$ cat src/rtl/mexp_pkg.sv
package mexp_pkg;
  localparam logic [11:0] OFS_TRIG = 12'h000;
  localparam logic [11:0] OFS_DCMD = 12'h048;
  localparam logic [11:0] OFS_SRC  = 12'h04C;
  localparam logic [11:0] OFS_LEN  = 12'h050;
  localparam logic [11:0] OFS_KLEN = 12'h058;
  localparam logic [11:0] OFS_IMSK = 12'h3F8;
  localparam logic [11:0] OFS_ISTS = 12'h3FC;

  localparam int DONE_BIT = 1;

  typedef enum logic [3:0] {
    SEL_NONE, SEL_TRIG, SEL_DCMD, SEL_SRC, SEL_LEN,
    SEL_KLEN, SEL_IMSK, SEL_ISTS, SEL_OPM
  } reg_sel_e;

  function automatic logic [31:0] be_merge(input logic [31:0] old_v,
                                           input logic [31:0] new_v,
                                           input logic [3:0]  be);
    logic [31:0] res;
    for (int b = 0; b < 4; b++)
      res[8*b +: 8] = be[b] ? new_v[8*b +: 8] : old_v[8*b +: 8];
    return res;
  endfunction
endpackage

$ cat src/rtl/mexp_trig.sv
module mexp_trig (
  input  logic       clk_i,
  input  logic       rst_ni,
  input  logic       wr_i,
  input  logic [1:0] val_i,
  input  logic       done_i,
  output logic [1:0] trig_o,
  output logic       busy_o,
  output logic       eng_start_o,
  output logic       dma_start_o
);
  logic go, stop;
  logic [1:0] trig_q;
  logic busy_q, eng_q, dma_q;

  assign go   = wr_i && (val_i != 2'b00) && !busy_q;
  assign stop = wr_i && (val_i == 2'b00);

  always_ff @(posedge clk_i or negedge rst_ni) begin
    if (!rst_ni) begin
      trig_q <= '0;
      busy_q <= 1'b0;
      eng_q  <= 1'b0;
      dma_q  <= 1'b0;
    end else begin
      eng_q <= go && val_i[0];
      dma_q <= go && val_i[1];
      if (go)        trig_q <= val_i;
      else if (stop) trig_q <= '0;
      if (go)          busy_q <= 1'b1;
      else if (done_i) busy_q <= 1'b0;
    end
  end

  assign trig_o      = trig_q;
  assign busy_o      = busy_q;
  assign eng_start_o = eng_q;
  assign dma_start_o = dma_q;
endmodule

$ cat src/rtl/mexp_cfg.sv
module mexp_cfg
  import mexp_pkg::*;
#(
  parameter int          IRQ_W   = 2,
  parameter logic [31:0] LEN_RST = 32'h0000_1800
) (
  input  logic             clk_i,
  input  logic             rst_ni,
  input  logic             wr_i,
  input  reg_sel_e         sel_i,
  input  logic [3:0]       be_i,
  input  logic [31:0]      wdata_i,
  output logic [1:0]       mode_o,
  output logic             own_cpu_o,
  output logic [31:0]      src_o,
  output logic [31:0]      len_o,
  output logic [31:0]      klen_o,
  output logic [IRQ_W-1:0] imsk_o
);
  always_ff @(posedge clk_i or negedge rst_ni) begin
    if (!rst_ni) begin
      mode_o    <= 2'b00;
      own_cpu_o <= 1'b1;
      src_o     <= '0;
      len_o     <= LEN_RST;
      klen_o    <= '0;
      imsk_o    <= '0;
    end else if (wr_i) begin
      unique case (sel_i)
        SEL_DCMD: begin
          if (be_i[0]) mode_o    <= wdata_i[5:4];
          if (be_i[1]) own_cpu_o <= wdata_i[8];
        end
        SEL_SRC:  src_o  <= be_merge(src_o, wdata_i, be_i);
        SEL_LEN:  len_o  <= be_merge(len_o, wdata_i, be_i);
        SEL_KLEN: klen_o <= be_merge(klen_o, wdata_i, be_i);
        SEL_IMSK: if (be_i[0]) imsk_o <= wdata_i[IRQ_W-1:0];
        default: ;
      endcase
    end
  end
endmodule

$ cat src/rtl/mexp_irq.sv
module mexp_irq
  import mexp_pkg::*;
#(
  parameter int IRQ_W = 2
) (
  input  logic             clk_i,
  input  logic             rst_ni,
  input  logic             clr_wr_i,
  input  logic [IRQ_W-1:0] clr_i,
  input  logic             done_i,
  input  logic [IRQ_W-1:0] imsk_i,
  output logic [IRQ_W-1:0] sts_o,
  output logic             irq_o
);
  logic [IRQ_W-1:0] set_v, clr_v;

  always_comb begin
    set_v = '0;
    set_v[DONE_BIT] = done_i;
    clr_v = clr_wr_i ? clr_i : '0;
  end

  // set wins over a same-cycle clear
  always_ff @(posedge clk_i or negedge rst_ni) begin
    if (!rst_ni) sts_o <= '0;
    else         sts_o <= (sts_o & ~clr_v) | set_v;
  end

  assign irq_o = |(sts_o & imsk_i);
endmodule

$ cat src/rtl/mexp_opmem.sv
module mexp_opmem
  import mexp_pkg::*;
#(
  parameter int DEPTH = 16,
  localparam int AW   = $clog2(DEPTH)
) (
  input  logic          clk_i,
  input  logic          rst_ni,
  input  logic          own_cpu_i,
  input  logic          cpu_we_i,
  input  logic [AW-1:0] cpu_addr_i,
  input  logic [3:0]    be_i,
  input  logic [31:0]   wdata_i,
  output logic [31:0]   cpu_rdata_o,
  input  logic [AW-1:0] em_addr_i,
  output logic [31:0]   em_rdata_o
);
  logic [31:0] mem_q [DEPTH];

  always_ff @(posedge clk_i or negedge rst_ni) begin
    if (!rst_ni) begin
      for (int r = 0; r < DEPTH; r++) mem_q[r] <= '0;
    end else if (cpu_we_i && own_cpu_i) begin
      mem_q[cpu_addr_i] <= be_merge(mem_q[cpu_addr_i], wdata_i, be_i);
    end
  end

  assign cpu_rdata_o = own_cpu_i ? mem_q[cpu_addr_i] : '0;
  assign em_rdata_o  = own_cpu_i ? '0 : mem_q[em_addr_i];
endmodule

$ cat src/rtl/mexp_ctrl_regs.sv
module mexp_ctrl_regs
  import mexp_pkg::*;
#(
  parameter int          ADDR_W    = 12,
  parameter int          IRQ_W     = 2,
  parameter int          OPM_DEPTH = 16,
  parameter logic [31:0] LEN_RST   = 32'h0000_1800,
  localparam int         OPM_AW    = $clog2(OPM_DEPTH)
) (
  input  logic              clk_i,
  input  logic              rst_ni,
  input  logic              req_i,
  input  logic              we_i,
  input  logic [ADDR_W-1:0] addr_i,
  input  logic [3:0]        be_i,
  input  logic [31:0]       wdata_i,
  output logic [31:0]       rdata_o,
  output logic              eng_start_o,
  output logic              dma_start_o,
  output logic              busy_o,
  input  logic              done_i,
  output logic              irq_o,
  output logic [1:0]        dma_mode_o,
  output logic              opm_cpu_o,
  output logic [31:0]       src_base_o,
  output logic [31:0]       xfer_len_o,
  output logic [15:0]       exp_bits_o,
  output logic [15:0]       mod_bits_o,
  input  logic [OPM_AW-1:0] em_addr_i,
  output logic [31:0]       em_rdata_o
);
  reg_sel_e         sel;
  logic             wr, opm_hit;
  logic [1:0]       trig;
  logic [31:0]      klen, opm_rdata, rd_mux;
  logic [IRQ_W-1:0] imsk, sts;
  logic [11:0]      ofs;

  assign wr  = req_i && we_i;
  assign ofs = 12'(addr_i);
  assign opm_hit = addr_i[ADDR_W-1] && (addr_i[ADDR_W-2:OPM_AW+2] == '0)
                   && (addr_i[1:0] == 2'b00);

  always_comb begin
    sel = SEL_NONE;
    if (opm_hit) sel = SEL_OPM;
    else if (!addr_i[ADDR_W-1]) begin
      unique case (ofs)
        OFS_TRIG: sel = SEL_TRIG;
        OFS_DCMD: sel = SEL_DCMD;
        OFS_SRC:  sel = SEL_SRC;
        OFS_LEN:  sel = SEL_LEN;
        OFS_KLEN: sel = SEL_KLEN;
        OFS_IMSK: sel = SEL_IMSK;
        OFS_ISTS: sel = SEL_ISTS;
        default:  sel = SEL_NONE;
      endcase
    end
  end

  mexp_trig i_trig (
    .clk_i, .rst_ni,
    .wr_i        (wr && sel == SEL_TRIG && be_i[0]),
    .val_i       (wdata_i[1:0]),
    .done_i,
    .trig_o      (trig),
    .busy_o,
    .eng_start_o,
    .dma_start_o
  );

  mexp_cfg #(.IRQ_W(IRQ_W), .LEN_RST(LEN_RST)) i_cfg (
    .clk_i, .rst_ni,
    .wr_i      (wr),
    .sel_i     (sel),
    .be_i,
    .wdata_i,
    .mode_o    (dma_mode_o),
    .own_cpu_o (opm_cpu_o),
    .src_o     (src_base_o),
    .len_o     (xfer_len_o),
    .klen_o    (klen),
    .imsk_o    (imsk)
  );

  mexp_irq #(.IRQ_W(IRQ_W)) i_irq (
    .clk_i, .rst_ni,
    .clr_wr_i (wr && sel == SEL_ISTS && be_i[0]),
    .clr_i    (wdata_i[IRQ_W-1:0]),
    .done_i,
    .imsk_i   (imsk),
    .sts_o    (sts),
    .irq_o
  );

  mexp_opmem #(.DEPTH(OPM_DEPTH)) i_opmem (
    .clk_i, .rst_ni,
    .own_cpu_i   (opm_cpu_o),
    .cpu_we_i    (wr && sel == SEL_OPM),
    .cpu_addr_i  (addr_i[OPM_AW+1:2]),
    .be_i,
    .wdata_i,
    .cpu_rdata_o (opm_rdata),
    .em_addr_i,
    .em_rdata_o
  );

  assign exp_bits_o = klen[31:16];
  assign mod_bits_o = klen[15:0];

  always_comb begin
    rd_mux = '0;
    unique case (sel)
      SEL_TRIG: rd_mux = {30'b0, trig};
      SEL_DCMD: rd_mux = {23'b0, opm_cpu_o, 2'b0, dma_mode_o, 4'b0};
      SEL_SRC:  rd_mux = src_base_o;
      SEL_LEN:  rd_mux = xfer_len_o;
      SEL_KLEN: rd_mux = klen;
      SEL_IMSK: rd_mux = 32'(imsk);
      SEL_ISTS: rd_mux = 32'(sts);
      SEL_OPM:  rd_mux = opm_rdata;
      default:  rd_mux = '0;
    endcase
  end

  assign rdata_o = (req_i && !we_i) ? rd_mux : '0;
endmodule

$ cat config.mk
export PLATFORM = sky130hd
export DESIGN_NAME = mexp_ctrl_regs
export DESIGN_NICKNAME = d
export VERILOG_FILES = /design/src/rtl/mexp_pkg.sv /design/src/rtl/mexp_trig.sv /design/src/rtl/mexp_cfg.sv /design/src/rtl/mexp_irq.sv /design/src/rtl/mexp_opmem.sv /design/src/rtl/mexp_ctrl_regs.sv
export SDC_FILE = /design/constraint.sdc
export NUM_CORES = 1
export LEC_CHECK = 0
export BUFFER_PORTS_ARGS = -buffer_cell sky130_fd_sc_hd__buf_2
export CAP_MARGIN = 15
export CORE_ASPECT_RATIO = 1.4
export CORE_MARGIN = 2
export CORE_UTILIZATION = 58
export CTS_CLUSTER_DIAMETER = 120
export DETAILED_ROUTE_END_ITERATION = 8
export GPL_TIMING_DRIVEN = 0
export PLACE_DENSITY_LB_ADDON = 0.05
export RECOVER_POWER = 50
export SYNTH_ARGS = -nofsm -noshare
export SYNTH_HDL_FRONTEND = slang
export SYNTH_SLANG_ARGS = --single-unit
$ cat constraint.sdc
create_clock -name clk_i -period 5.2 [get_ports clk_i]
set_input_delay 0.26 -clock clk_i [delete_from_list [all_inputs] [get_ports clk_i]]
set_output_delay 0.26 -clock clk_i [all_outputs]
set_load 0.01 [all_outputs]
==> results.md, run 1 <==
* Status: finished with violations
* Failing checks: capacitance limit, slew limit
* YS warnings at 0
* CTS clock-pin slew for the worst setup and hold paths at 0.06 ns
* WP buf/inv at 6
* Share of cells above drive strength 1 at 51.9%
* Routed len/inst at 33.0 µm
* Initial antenna violation count at 0
* Largest net degree at the start of global routing at 120
* Clock sink count at 620
* Max stage delay on crit path at 0.80 ns
* Die area at 0.0579 mm²
* DP Cell Count at 3045
* CP cell instances: clkbuf_1 > clkbuf_1 > clkbuf_1 > nand2_1 > nor3_1 > buf_6 > clkbuf_1 > nand2_1 > a31oi_1 > buf_2
* CTS Buf Count at 61
* Period utilization at 88.2%
* Residual antenna-violating net count after detailed routing at 0
* WHS at 0.0837 ns
* Hold crit path type: input port to register
* Final-report hold violation count at 0
* Worst vdd ir at 0.267 mV
* Synth cell types at 49
* Async SR Flop Fraction at 100%
* Global-route wire length before repair at 155000 µm
* First drt pass iteration count at 6
* Worst path most repeated cell: clkbuf_1
* Clk_lat worst skew at 0.64 ns
* Worst path required time at 4.94 ns
* Seq cells post-synth at 620
* DRT iter0 DRCs at 1997
* P&R area growth vs syn at 13.4%
* DR vias/cell at 6.85
* Initial Utilization at 58.7%
* Clk root buf: clkbuf_16
* Post-synth top flop: dfrtp_1
* Rows at 102
* Mapped Area at 0.0325 mm²
* Boundary Pins at 224
* RSZ-0062 raised after global routing: false
* Synth Area in XOR/XNOR at 0%
* CTS tree: yes
* Post-synth top area cell: dfrtp_1
* Syn avg cell area at 15.5 µm²
* Commonest cells in the netlist: 646 x mux2_2, 617 x dfrtp_1, 288 x mux4_2
* Family with the most delay on the worst path: buffers and inverters
* Worst-case clock buffer depth at 3
* Fraction of the mapped netlist area in compound gates at 3.27%
* Crit Path Max Fanout at 10
* Final nets at 2474
* Slew headroom at -52.6%
* Synth Area in Adders at 0%
* Final setup vio count at 0
* CP Class: input port to output port
* Die Wd at 204 µm
* Height of the die at 284 µm
* Final WL at 105000 µm
* Crit. End Element: output port
* Vias at 21900
* Grt ovf at 0
* Final Worst Setup Slack at 0.613 ns
* Worst EP arrival at 4.33 ns
* Post-CTS sizing at 0
* Worst-margin pin slew at 2.29 ns
* Worst slack, placed at 1.23 ns
* Simple-gate share of the synthesized area at 3.32%
* CTS HTree Levels at 2
* Final Slew Violations at 101
* Residual DRC count at 0
* Seq/Total Area, Yosys at 47.8%
* Gpl congestion at 0.882
* Post-route clock skew at 0.0266 ns
* GRT Overall Usage at 37.1%
* Worst Setup Start Kind: input port
* DP HPWL at 71400 µm
* Cells after synthesis at 2090
* Largest family of logic cells by synthesized area: multiplexers
* I/O Buffers at 215
* Count leader, synth: mux2_2
* Final std cells w/o fill at 3191
* Number of flops mapped to enable cells by yosys at 0
* Critical path's slowest cell: clkbuf_1
* Mux cell area share after synthesis at 42.6%
* Leakage power at 17.2 nW
* Max-cap violations at 3
* Max Fclk at 218 MHz
* Syn nets at 2147
* Top cell type's share of synthesized area at 47.6%
* Synth area leaders: dfrtp_1 48%, mux2_2 22%, mux4_2 20%
* Core area at 0.0553 mm²
* Number of global-route vias before repair at 23400
* Crit path time final at 4.59 ns
* Power per cell area at 266 mW/mm²
==> worst paths after layout <==
check | startpoint | endpoint | slack, ns | depth (start not counted)
worst max-delay path | addr_i[3] | rdata_o[0] | 0.61 | 10
worst min-delay path | wdata_i[1] | i_trig.dma_start_o | 0.08 | 2
worst max register to register | i_cfg.own_cpu_o | i_opmem.mem_q[155] | 1.81 | 4
worst min register to register | i_irq.sts_o[0] | i_irq.sts_o[0] | 0.52 | 2
max in group asynchronous | rst_ni | i_opmem.mem_q[50] | 1.44 | 6
min in group asynchronous | rst_ni | i_trig.dma_start_o | 0.16 | 2
==> flip-flops by register name, summed over array words and instances, names as in the netlist <==
register,cells
i_irq.sts_o,2
i_cfg.mode_o,2
i_trig.dma_start_o,1
i_cfg.len_o,32
i_opmem.mem_q,512
i_trig.eng_start_o,1
i_cfg.own_cpu_o,1
i_trig.busy_o,1
i_trig.trig_o,2
i_cfg.src_o,32
i_cfg.klen_o,32
i_cfg.imsk_o,2
==> cells in the final DEF (no fill, tap or decap), types with 8 or more instances in the layout <==
master,count
mux2_2,643
dfrtp_1,617
mux4_2,288
clkbuf_1,200
buf_2,189
nand2_1,71
a22oi_1,70
clkbuf_16,62
nor2b_1,37
dlygate4sd3_1,32
a21oi_1,28
a222oi_1,26
clkbuf_2,24
buf_1,17
nor3_1,11
and3_1,11
clkinv_2,11
clkbuf_8,10
buf_8,9
nor3_4,8
==> worst register-to-register path, stage by stage, from the launching register on <==
cell,delay [ns]
dfstp_1,0.94
nand4_2,0.38
nor3_1,1.03
buf_2,0.53
mux2_2,0.39
==> cell families (layout without fill, tap and decap cells) <==
family,Yosys count,in the layout
multiplexers,939,939
flip-flops,620,620
buffers and inverters,207,579
AND/OR/NAND/NOR,182,182
AO/OA/AOI/OAI,142,142
other,0,1
==> cell type report <==
| cell class | count | area (µm²) |
|---|---|---|
| Antenna cell | 1 | 2.50 |
| Sequential cell | 620 | 15500 |
| Clock buffer | 94 | 1770 |
| Inverter | 3 | 11.3 |
| Tap cell | 728 | 911 |
| Timing Repair Buffer | 264 | 1560 |
| Clock inverter | 14 | 131 |
| Fill cell | 4040 | 18400 |
| Multi-Input combinational cell | 1263 | 15900 |
| Buffer | 204 | 958 |
==> layer usage <==
metal  wire length (µm)  part of all wire (%)  track usage, %
met1              39300                    37            46.7
met2              52200                    50            60.6
met3               7520                   7.1            7.52
met4               6240                   5.9            20.1
met5                  0                     0               0
==> what timing repair did <==
item	CTS	global route
buffers inserted	0	0
endpoints found under the hold margin	160	0
hold buffers	32	0
==> through the flow <==
stage / util, % / total power, mW / setup TNS [ns] / instance area (µm²)
final: 66.6 / 9.80 / 0 / 36800
after global routing: 66.6 / 10.1 / 0 / 36800
after CTS: 66.8 / 9.84 / 0 / 36900
after detailed placement: 62.8 / 5.52 / 0 / 34700
after global placement: 62.3 / 5.49 / -5318.65 / 34400
after floorplan: - / 5.20 / 0 / 32500
==> power breakdown <==
part / switching [mW] / internal [mW]
clock network: 1.92 / 2.42
registers: 0.000948 / 4.82
logic: 0.447 / 0.186
No activity file was read; power rests on OpenSTA's default activity.
==> inputs of run 2 (changes only) <==
--- a/config.mk
+++ b/config.mk
@@ -9,12 +9,13 @@
 export CAP_MARGIN = 15
 export CORE_ASPECT_RATIO = 1.4
 export CORE_MARGIN = 2
-export CORE_UTILIZATION = 58
+export CORE_UTILIZATION = 50
 export CTS_CLUSTER_DIAMETER = 120
 export DETAILED_ROUTE_END_ITERATION = 8
 export GPL_TIMING_DRIVEN = 0
 export PLACE_DENSITY_LB_ADDON = 0.05
 export RECOVER_POWER = 50
+export REMOVE_ABC_BUFFERS = 1
 export SYNTH_ARGS = -nofsm -noshare
 export SYNTH_HDL_FRONTEND = slang
 export SYNTH_SLANG_ARGS = --single-unit
==> run 2 against run 1 <==
  * The run still ends with capacitance limit, slew limit left
  * Global-route usage fell by 6.7 points
  * Worst hold slack better by 0.012 ns
  * Utilization down 7.7 points
  * Final area is 2.8% higher
  * Combinational power is 10% lower
  * Critical path depth down 2
  * Critical endpoint is now rdata_o[1]
  * Register-to-register slack worse by 0.83 ns
  * Largest cell class unchanged
  * Largest power group is now the clock network
  * First-iteration DRC count decreased by 16%
  * Highest routed layer unchanged
  * Clock power grew 12%
  * Routed wire length down 5.5%
  * Die area grew 16%
  * Count of clock-buffer cells in the layout increased by 8
==> results.md, run 2 (synthesis gave the netlist of run 1 again) <==
* Max-cap violations at 6 (+3)
* CP cell instances: clkbuf_1 > nor3_1 > nand3_2 > nor3_1 > buf_8 > nand2_1 > a31oi_1 > buf_2
* GRT busiest layer: met2
* Clk_lat worst skew at 0.62 ns (-0.02 ns)
* Power per cell area at 271 mW/mm² (+1.9%)
* Residual DRC count at 0 (unchanged)
* Worst Setup Start Kind: input port
* Slew headroom at -98.8% (-46 points)
* Final nets at 2364 (-4.4%)
* Period utilization at 87.7% (-0.54 points)
* Clk root buf: clkbuf_16
* Most frequent cells in the layout: 642 x mux2_2, 617 x dfrtp_1, 288 x mux4_2, 135 x clkbuf_1, 102 x buf_2
* Post-route setup TNS at 0 ns (unchanged)
* P&R area growth vs syn at 16.7%
* Number of global-route vias before repair at 22500 (-4.0%)
* Register bank with the most flops: i_opmem.mem_q
* DRT iter0 DRCs at 1683 (-16%)
* DR vias/cell at 6.52 (-4.9%)
* WHS at 0.0961 ns (+0.0125 ns)
* Grt ovf at 0 (unchanged)
* Gpl congestion at 0.746 (-15%)
* Status: finished with violations
* First drt pass iteration count at 9 (+3)
* I/O Buffers at 223 (+3.7%)
* Leakage power at 17.4 nW (+0.96%)
* Final WL at 99500 µm (-5.5%)
* Final setup vio count at 0 (unchanged)
* Rows at 110 (+7.8%)
* Post CTS Setup Buffer Count at 0 (unchanged)
* Height of the die at 305 µm (+7.6%)
* CP Class: input port to output port
* Largest net degree at the start of global routing at 118 (-1.7%)
* CTS Buf Count at 66 (+8.2%)
* Met1 Use GR at 40.4% (-6.3 points)
* RSZ-0062 raised after global routing: false
* Critical path's slowest cell: nor3_1
* Met2 Usage GRT at 50.3% (-10 points)
* Clock sink count at 620 (unchanged)
* Crit. End Element: output port
* Util after Layout at 58.9% (-7.7 points)
* Worst path required time at 4.94 ns (about the same)
* Post-route clock skew at 0.0206 ns (-0.00600 ns)
* Die area at 0.0670 mm² (+16%)
* Max Fclk at 219 MHz (+0.62%)
* Final-report hold violation count at 0 (unchanged)
* Initial Utilization at 50.5% (-8.2 points)
* Failing checks: capacitance limit, slew limit
* CTS HTree Levels at 3 (+1)
* Die Wd at 219 µm (+7.6%)
* Worst-margin pin slew at 2.95 ns (+0.665 ns)
* M3 GR Usage at 5.24% (-2.3 points)
* Largest register FFs at 512 (unchanged)
* Share of cells above drive strength 1 at 53.7% (+1.8 points)
* DP HPWL at 64600 µm (-9.6%)
* Initial antenna violation count at 1 (+1)
* Worst-case clock buffer depth at 3 (unchanged)
* Worst path most repeated cell: nor3_1
* Crit Path Max Fanout at 10 (unchanged)
* Global-route wire length before repair at 148000 µm (-4.5%)
* CTS tree: yes
* Max stage delay on crit path at 1.18 ns (+0.38 ns)
* Commonest non-fill, non-tap cell in the layout: mux2_2
* Worst EP arrival at 4.30 ns (-0.03 ns)
* Hold crit path type: input port to register
* Routed len/inst at 31.1 µm (-5.8%)
* R2R Setup Slk at 0.98 ns (-0.83 ns)
* Crit path time final at 4.56 ns (-0.0282 ns)
* Final Slew Violations at 287 (+180%)
* CTS clock-pin slew for the worst setup and hold paths at 0.06 ns (about the same)
* Residual antenna-violating net count after detailed routing at 0 (unchanged)
* Boundary Pins at 224 (unchanged)
* Worst vdd ir at 0.222 mV (-17%)
* Vias at 20900 (-4.7%)
* GRT Overall Usage at 30.4% (-6.7 points)
* Core area at 0.0643 mm² (+16%)
[run 2: cell types whose count changed in the layout (fill, tap and decap cells not counted), moves of 5 or more]
cell / before / now
buf_16: 5 / 29
buf_8: 9 / 30
buf_6: 7 / 32
nor3_1: 11 / 6
clkbuf_1: 200 / 135
buf_1: 17 / 0
clkbuf_16: 62 / 68
buf_2: 189 / 102
buf_12: 0 / 5
clkbuf_2: 24 / 2
[run 2: stage by stage]
| step | cell area (µm²) | total power [mW] | cells | setup WS (ns) |
|---|---|---|---|---|
| floorplan | 31500 | 5.08 | 1886 | 0.674 |
| global placement | 33600 | 5.45 | 2949 | -8.84 |
| detailed placement | 35600 | 5.48 | 3045 | 0.975 |
| CTS | 38100 | 10.4 | 3198 | 0.954 |
| global route | 37900 | 10.6 | 3199 | 0.529 |
| finish | 37900 | 10.3 | 3200 | 0.641 |
[run 2: layout make-up]
| type | count | area [µm²] |
|---|---|---|
| Fill cell | 4999 | 26400 |
| Multi-Input combinational cell | 1263 | 16000 |
| Sequential cell | 620 | 15500 |
| Timing Repair Buffer | 353 | 3030 |
| Clock buffer | 102 | 1970 |
| Tap cell | 840 | 1050 |
| Clock inverter | 18 | 238 |
| Inverter | 3 | 11.3 |
| Antenna cell | 1 | 2.50 |
[run 2: worst paths after layout]
path	startpoint	endpoint	cells after the start
setup / recovery	addr_i[11]	rdata_o[1]	8
hold / removal	wdata_i[1]	i_trig.dma_start_o	2
setup reg to reg	i_cfg.own_cpu_o	i_opmem.mem_q[411]	6
hold reg to reg	i_opmem.mem_q[188]	i_opmem.mem_q[188]	1
max in group asynchronous	rst_ni	i_opmem.mem_q[195]	6
min in group asynchronous	rst_ni	i_opmem.mem_q[370]	2
[run 2: per-layer routing]
metal	routed length, µm	vias up
met4	3440	0
li1	-	8576
met5	0	-
met3	6020	193
met2	49700	738
met1	40400	11300
[run 2: critical path: cells and delay by family]
kind / cells / cell delay (ns)
compound gates: 1 / 0.43
buf+inv: 3 / 0.74
simple gates: 4 / 2.86
[run 2: report_power, final]
| group | switching (mW) | internal [mW] | total [mW] |
|---|---|---|---|
| sequential | 0.00109 | 4.82 | 4.83 |
| clock | 2.05 | 2.83 | 4.88 |
| combinational | 0.397 | 0.172 | 0.568 |
[run 2: timing repair]
item,CTS,global route
hold endpoints to repair,183,0
resized for setup,0,0
hold buffers,33,0
